`config.mk`:
```
export PLATFORM = sky130hd
export DESIGN_NAME = xonxoff_flow_ctrl
export DESIGN_NICKNAME = d
export VERILOG_FILES = /design/src/rtl/xfc_pkg.sv /design/src/rtl/xfc_decode.sv /design/src/rtl/xfc_gate.sv /design/src/rtl/xfc_insert.sv /design/src/rtl/xonxoff_flow_ctrl.sv
export SDC_FILE = /design/constraint.sdc
export NUM_CORES = 1
export LEC_CHECK = 0
export ABC_AREA = 1
export CORE_AREA = 5 5 42 44
export CTS_BUF_LIST = sky130_fd_sc_hd__clkbuf_2
export DETAILED_ROUTE_END_ITERATION = 10
export DIE_AREA = 0 0 47 49
export DONT_BUFFER_PORTS = 1
export PLACE_DENSITY_LB_ADDON = 0.05
export SYNTH_ARGS = -nofsm -noshare
export SYNTH_HDL_FRONTEND = slang
export SYNTH_SLANG_ARGS = --single-unit
```
`constraint.sdc`:
```
create_clock -name clk -period 0.8 [get_ports clk]
set_input_delay 0.08 -clock clk [delete_from_list [all_inputs] [get_ports clk]]
set_output_delay 0.08 -clock clk [all_outputs]
set_load 0.02 [all_outputs]
```
`src/rtl/xfc_pkg.sv`:
```
`timescale 1ns/1ps
package xfc_pkg;

    localparam int CMD_W = 5;

    // host command codes
    localparam logic [CMD_W-1:0] CMD_SEND_XON   = 5'b10000;
    localparam logic [CMD_W-1:0] CMD_SEND_XOFF  = 5'b10001;
    localparam logic [CMD_W-1:0] CMD_FORCE_XOFF = 5'b10010;
    localparam logic [CMD_W-1:0] CMD_RESUME     = 5'b10110;

    typedef enum logic [1:0] {
        MODE_HOST    = 2'b00,
        MODE_AUTO_TX = 2'b01,
        MODE_AUTO_RX = 2'b10,
        MODE_BOTH    = 2'b11
    } fc_mode_e;

    typedef struct packed {
        logic stopped;
        logic stop_pend;
        logic host_lock;
    } gate_st_t;

    typedef struct packed {
        logic busy;
        logic is_xoff;
        logic xoff_sent;
    } ins_st_t;

endpackage

```
`src/rtl/xfc_decode.sv`:
```
`timescale 1ns/1ps
module xfc_decode
    import xfc_pkg::*;
(
    input  logic [1:0]       mode_i,
    input  logic             cmd_valid_i,
    input  logic [CMD_W-1:0] cmd_code_i,
    output logic             auto_tx_o,
    output logic             auto_rx_o,
    output logic             send_xon_o,
    output logic             send_xoff_o,
    output logic             force_xoff_o,
    output logic             resume_o
);
    fc_mode_e mode;

    always_comb begin
        mode         = fc_mode_e'(mode_i);
        auto_tx_o    = (mode == MODE_AUTO_TX) || (mode == MODE_BOTH);
        auto_rx_o    = (mode == MODE_AUTO_RX) || (mode == MODE_BOTH);
        send_xon_o   = cmd_valid_i && (cmd_code_i == CMD_SEND_XON);
        send_xoff_o  = cmd_valid_i && (cmd_code_i == CMD_SEND_XOFF);
        force_xoff_o = cmd_valid_i && (cmd_code_i == CMD_FORCE_XOFF);
        resume_o     = cmd_valid_i && (cmd_code_i == CMD_RESUME);
    end
endmodule

```
`src/rtl/xfc_gate.sv`:
```
`timescale 1ns/1ps
module xfc_gate
    import xfc_pkg::*;
(
    input  logic clk,
    input  logic rst_n,
    input  logic auto_tx_i,
    input  logic rx_xon_i,
    input  logic rx_xoff_i,
    input  logic force_i,
    input  logic resume_i,
    input  logic eoc_i,
    output logic gate_o
);
    gate_st_t st_d, st_q;

    always_comb begin
        st_d = st_q;
        if (resume_i) begin
            st_d = '0;
        end else begin
            // a stop that was already pending takes effect at this boundary
            if (st_q.stop_pend && eoc_i) begin
                st_d.stopped   = 1'b1;
                st_d.stop_pend = 1'b0;
            end
            if (force_i) begin
                st_d.host_lock = 1'b1;
                if (!st_d.stopped) st_d.stop_pend = 1'b1;
            end else if (auto_tx_i && rx_xoff_i) begin
                if (!st_d.stopped) st_d.stop_pend = 1'b1;
            end else if (auto_tx_i && rx_xon_i && !st_q.host_lock) begin
                st_d.stopped   = 1'b0;
                st_d.stop_pend = 1'b0;
            end
        end
    end

    always_ff @(posedge clk) begin
        if (!rst_n) st_q <= '0;
        else        st_q <= st_d;
    end

    assign gate_o = !st_q.stopped;

    // the gate only closes right after a character boundary
    a_r3_close_on_eoc: assert property (@(posedge clk) disable iff (!rst_n)
        $fell(gate_o) |-> $past(eoc_i));

    // unlocked Xon in auto transmit opens the gate
    a_r4_xon_opens: assert property (@(posedge clk) disable iff (!rst_n)
        (auto_tx_i && rx_xon_i && !rx_xoff_i && !force_i && !st_q.host_lock) |=> gate_o);

    // force Xoff arms the pending stop and the lock
    a_r5_force_arms: assert property (@(posedge clk) disable iff (!rst_n)
        (force_i && !resume_i && gate_o && !st_q.stop_pend) |=> (st_q.stop_pend && st_q.host_lock));

    // a locked stop holds until resume
    a_r6_lock_holds: assert property (@(posedge clk) disable iff (!rst_n)
        (st_q.host_lock && !gate_o && !resume_i) |=> !gate_o);

    // resume clears everything
    a_r6_resume_opens: assert property (@(posedge clk) disable iff (!rst_n)
        resume_i |=> (gate_o && !st_q.stop_pend && !st_q.host_lock));
endmodule

```
`src/rtl/xfc_insert.sv`:
```
`timescale 1ns/1ps
module xfc_insert
    import xfc_pkg::*;
#(
    parameter int FILL_W   = 6,
    parameter int HI_LEVEL = 48,
    parameter int LO_LEVEL = 16
) (
    input  logic              clk,
    input  logic              rst_n,
    input  logic              auto_rx_i,
    input  logic [FILL_W-1:0] fill_i,
    input  logic              send_xon_i,
    input  logic              send_xoff_i,
    input  logic              ack_i,
    output logic              req_o,
    output logic              is_xoff_o
);
    localparam logic [FILL_W-1:0] HI_FILL = HI_LEVEL[FILL_W-1:0];
    localparam logic [FILL_W-1:0] LO_FILL = LO_LEVEL[FILL_W-1:0];

    ins_st_t st_d, st_q;
    logic    at_high, at_low;

    always_comb begin
        at_high = auto_rx_i && !st_q.xoff_sent && (fill_i >= HI_FILL);
        at_low  = auto_rx_i &&  st_q.xoff_sent && (fill_i <= LO_FILL);
        st_d    = st_q;
        if (ack_i) st_d.busy = 1'b0;
        if (send_xon_i) begin
            st_d.busy    = 1'b1;
            st_d.is_xoff = 1'b0;
        end else if (send_xoff_i) begin
            st_d.busy    = 1'b1;
            st_d.is_xoff = 1'b1;
        end else if (at_high) begin
            st_d.busy      = 1'b1;
            st_d.is_xoff   = 1'b1;
            st_d.xoff_sent = 1'b1;
        end else if (at_low) begin
            st_d.busy      = 1'b1;
            st_d.is_xoff   = 1'b0;
            st_d.xoff_sent = 1'b0;
        end
        if (!auto_rx_i) st_d.xoff_sent = 1'b0;
    end

    always_ff @(posedge clk) begin
        if (!rst_n) st_q <= '0;
        else        st_q <= st_d;
    end

    assign req_o     = st_q.busy;
    assign is_xoff_o = st_q.is_xoff;

    // an acknowledge with no new load empties the slot
    a_r8_ack_clears: assert property (@(posedge clk) disable iff (!rst_n)
        (ack_i && !send_xon_i && !send_xoff_i && !auto_rx_i) |=> !req_o);

    // an untouched request keeps its kind
    a_r7_req_holds: assert property (@(posedge clk) disable iff (!rst_n)
        (req_o && !ack_i && !send_xon_i && !send_xoff_i && !auto_rx_i) |=> (req_o && $stable(is_xoff_o)));

    // high fill with no Xoff outstanding loads an Xoff request
    a_r9_high_xoff: assert property (@(posedge clk) disable iff (!rst_n)
        (auto_rx_i && !st_q.xoff_sent && (fill_i >= HI_FILL) && !send_xon_i && !send_xoff_i)
        |=> (req_o && is_xoff_o && st_q.xoff_sent));

    // no Xon appears from an idle slot unless an Xoff was sent before
    a_r10_no_stray_xon: assert property (@(posedge clk) disable iff (!rst_n)
        (!req_o && !st_q.xoff_sent && !send_xon_i) |=> !(req_o && !is_xoff_o));
endmodule

```
`src/rtl/xonxoff_flow_ctrl.sv`:
```
`timescale 1ns/1ps
module xonxoff_flow_ctrl
    import xfc_pkg::*;
#(
    parameter int FILL_W   = 6,
    parameter int HI_LEVEL = 48,
    parameter int LO_LEVEL = 16
) (
    input  logic              clk,
    input  logic              rst_n,
    input  logic [1:0]        mode_i,
    input  logic              rx_xon_i,
    input  logic              rx_xoff_i,
    input  logic [FILL_W-1:0] rx_fill_i,
    input  logic              cmd_valid_i,
    input  logic [4:0]        cmd_code_i,
    input  logic              tx_eoc_i,
    input  logic              ins_ack_i,
    output logic              tx_gate_o,
    output logic              ins_req_o,
    output logic              ins_is_xoff_o
);
    logic auto_tx, auto_rx, send_xon, send_xoff, force_xoff, resume;

    xfc_decode i_decode (
        .mode_i       (mode_i),
        .cmd_valid_i  (cmd_valid_i),
        .cmd_code_i   (cmd_code_i),
        .auto_tx_o    (auto_tx),
        .auto_rx_o    (auto_rx),
        .send_xon_o   (send_xon),
        .send_xoff_o  (send_xoff),
        .force_xoff_o (force_xoff),
        .resume_o     (resume)
    );

    xfc_gate i_gate (
        .clk       (clk),
        .rst_n     (rst_n),
        .auto_tx_i (auto_tx),
        .rx_xon_i  (rx_xon_i),
        .rx_xoff_i (rx_xoff_i),
        .force_i   (force_xoff),
        .resume_i  (resume),
        .eoc_i     (tx_eoc_i),
        .gate_o    (tx_gate_o)
    );

    xfc_insert #(
        .FILL_W   (FILL_W),
        .HI_LEVEL (HI_LEVEL),
        .LO_LEVEL (LO_LEVEL)
    ) i_insert (
        .clk         (clk),
        .rst_n       (rst_n),
        .auto_rx_i   (auto_rx),
        .fill_i      (rx_fill_i),
        .send_xon_i  (send_xon),
        .send_xoff_i (send_xoff),
        .ack_i       (ins_ack_i),
        .req_o       (ins_req_o),
        .is_xoff_o   (ins_is_xoff_o)
    );

    // a closed gate never withdraws a pending request by itself
    a_r11_req_while_stopped: assert property (@(posedge clk) disable iff (!rst_n)
        (!tx_gate_o && ins_req_o && !ins_ack_i) |=> ins_req_o);
endmodule

```
==> flow_metrics.tcl <==
set metrics [dict create \
    synth_top_family_by_area "simple AND/OR/NAND/NOR gates" \
    vdd_ir_drop_max_v 0.000520 \
    whs_endpoint "i_insert.req_o" \
    regToRegStartpoint "i_gate.st_q[1]" \
    finalHoldViolations 2 \
    whs_path_depth 2 \
    min_from "rst_n" \
    required_ns 0.96 \
    cts_root_buf "clkbuf_2" \
    synthAdderAreaFrac_pct 0 \
    async_reset_ff_share_pct 0 \
    antenna_cells 0 \
    wl_per_cell_um 9.65 \
    worst_pin_slew_ns 0.204 \
    ys_warn_count 0 \
    die_w_um 47 \
    io_buffers 0 \
    r2r_cells 6 \
    final_cell_area_sq_um 536 \
    clock-skew-final_ns 0.00185 \
    num_vias 435 \
    fmax_mhz 1160 \
    synth.avg_cell_area_sq_um 5.95 \
    max_cap_viol_count 0 \
    powerDensity_nw_per_um2 1240 \
    gp_congestion 0.660 \
    min_period_ns 0.865 \
    fin_nets 100 \
    path_cells "inv_1 -> nor2_1 -> nand3_1 -> nand2_1 -> nand2_1 -> a21oi_2" \
    end_kind "register" \
    first_iter_violations 3 \
    start_util_pct 29.3 \
    firstDrtPassIters 2 \
    setup_viol 3 \
    path_clk_slew_ns 0.06 \
    cts_hold_buf 1 \
    die_y_um 49 \
    p_leak_nw 0.250 \
    synth_area_leaders "dfxtp_1, nand2_1, inv_1" \
    synthesis.nets 89 \
    cts_tree "built" \
    synth_compound_area_share_pct 11.9 \
    fin_util_pct 38.2 \
    drt-vias-per-instance 4.63 \
    core_sq_um 1400 \
    track_usage_pct 9.68 \
    yosys.area.top_type "dfxtp_1" \
    ys_types 17 \
    post_dp_cell_area_sq_um 453 \
    dpl.hpwl_um 762 \
    syn-cell-area_sq_um 410 \
    slowest_stage "dfxtp_2" \
    rows 14 \
    grt_pass1_vias 407 \
    crit_fanout 3 \
    synth_seq_area_share_pct 29.3 \
    clk_latency_ns 0.22 \
    grt_max_degree 5 \
    die_area_sq_um 2300 \
    status "complete, but fails checks" \
    grt_pass1_wl_mm 1.52 \
    antenna_left 0 \
    max_stage_delay_ns 0.34 \
    r2r-end "i_gate.st_q[1]" \
    synth-xor-area-share_pct 0 \
    setup_ws_ns -0.0651 \
    crit_type "register to register" \
    cpMostUsedCell "nand2_1" \
    area.growth.synth_to_final_pct 30.5 \
    crit_arrival_ns 1.02 \
    holdWs_ns -0.0424 \
    postRouteWirelength_um 907 \
    min_path_type "input pin to register" \
    htree_num_levels 1 \
    numCtsBuffers 3 \
    relSlewSlack_pct 86.4 \
    clockBufferDepth 2 \
    synth-simple-area-share_pct 47.0 \
    drive_above_1_share_pct 38.5 \
    grt_setup_unrepaired "yes" \
    nFillCells 179 \
    synth.area.mux_share_pct 0 \
    synth-edff-count 0 \
    dp_slack_ns -0.0945 \
    fin_crit_sh_pct 108 \
    ff2ff_setup_slack_ns -0.07 \
    setup_tns_ns -0.100 \
    grt_overflow 0 \
    ys.flop_type "dfxtp_1" \
    cp-start-kind "register" \
    yosysTopAreaCellShare_pct 29.3 \
    numClockSinks 6 \
    grt_antenna_before_repair 0 \
    maxSlewViolCount 0 \
    ys_ff_latch 6 \
    netlist_instances 69 \
    drc 0 \
    num_io_pins 23 \
    violations "negative hold slack, negative setup slack" \
]
==> where the power goes <==
group	internal, mW	switching (mW)	leakage, nW
clock network	0.102	0.109	0.0125
logic	0.0631	0.0689	0.187
registers	0.314	0.00825	0.0511
total	0.479	0.186	0.250
==> Yosys cell counts, types with 2 or more instances <==
library cell,number
inv_2,2
inv_1,9
clkinv_1,2
dfxtp_1,6
nand2_1,25
a21oi_1,3
a21oi_2,2
nor2_1,7
nand3_1,5
==> routing by layer <==
layer | GRT usage [%] | up-vias | part of all wire, %
met5 | 0 | - | 0
met4 | 5.53 | 0 | 1.1
met3 | 7.75 | 2 | 14
met2 | 11.8 | 19 | 43
met1 | 11.5 | 185 | 42
li1 | - | 229 | -
==> area by class of cell <==
type	count	area, sq um	share of cell area, %
multi-input combinational	50	265	49.5
sequential	6	126	23.6
timing repair buffer	6	58.8	11.0
inverter	13	50.0	9.35
tap	16	20.0	3.74
clock buffer	3	15.0	2.80
==> how the worst max path moves through the flow <==
stage               cells past startpoint  slack (ns)           start        endpoint
finish                                  6       -0.07  i_gate.st_q[1]  i_gate.st_q[1]
detailed placement                      7       -0.09  i_gate.st_q[1]  i_gate.st_q[1]
global route                            7       -0.13  i_gate.st_q[1]  i_gate.st_q[1]
global placement                        7       -0.09  i_gate.st_q[1]  i_gate.st_q[1]
floorplan                               7       -0.02  i_gate.st_q[2]  i_gate.st_q[1]
CTS                                     6       -0.05  i_gate.st_q[1]  i_gate.st_q[1]
==> layout by cell type (no fill, tap or decap), types with 2 or more instances in the layout <==
cell type	instances
nand2_2	4
clkbuf_2	3
nand3_1	4
inv_1	9
dfxtp_2	5
inv_2	2
a21oi_2	3
buf_6	3
a21oi_1	2
nor2_2	2
buf_4	2
nor2_1	6
nand2_1	22
==> kinds of logic after synthesis <==
kind of cell / count (synthesis)
AO/OA/AOI/OAI: 7
buffers and inverters: 13
flip-flops: 6
AND/OR/NAND/NOR: 43
==> worst max-delay path, delay by kind of cell, from the launching register on <==
| kind | cells | cell delay, ns |
|---|---|---|
| flip-flops | 1 | 0.34 |
| AND/OR/NAND/NOR | 4 | 0.33 |
| AO/OA/AOI/OAI | 1 | 0.10 |
| buffers and inverters | 1 | 0.04 |
==> state kept, by name (all words and copies together), names as in the netlist <==
signal and flops:
i_insert.req_o 1, i_insert.st_q 1, i_insert.is_xoff_o 1, i_gate.st_q 3
==> through the flow <==
stage / cells / power, mW
detailed placement: 88 / 0.433
CTS: 93 / 0.675
global route: 94 / 0.729
finish: 94 / 0.665
floorplan: 69 / 0.408
global placement: 88 / 0.432
==> repair_timing <==
| action | CTS | global route |
|---|---|---|
| endpoints found under the setup margin | 6 | 8 |
| pin swaps | 6 | 3 |
| buffers inserted | 1 | 1 |
| resized for setup | 8 | 8 |
| endpoints found under the hold margin | 6 | 5 |
Power figures use the tool's default switching activity.
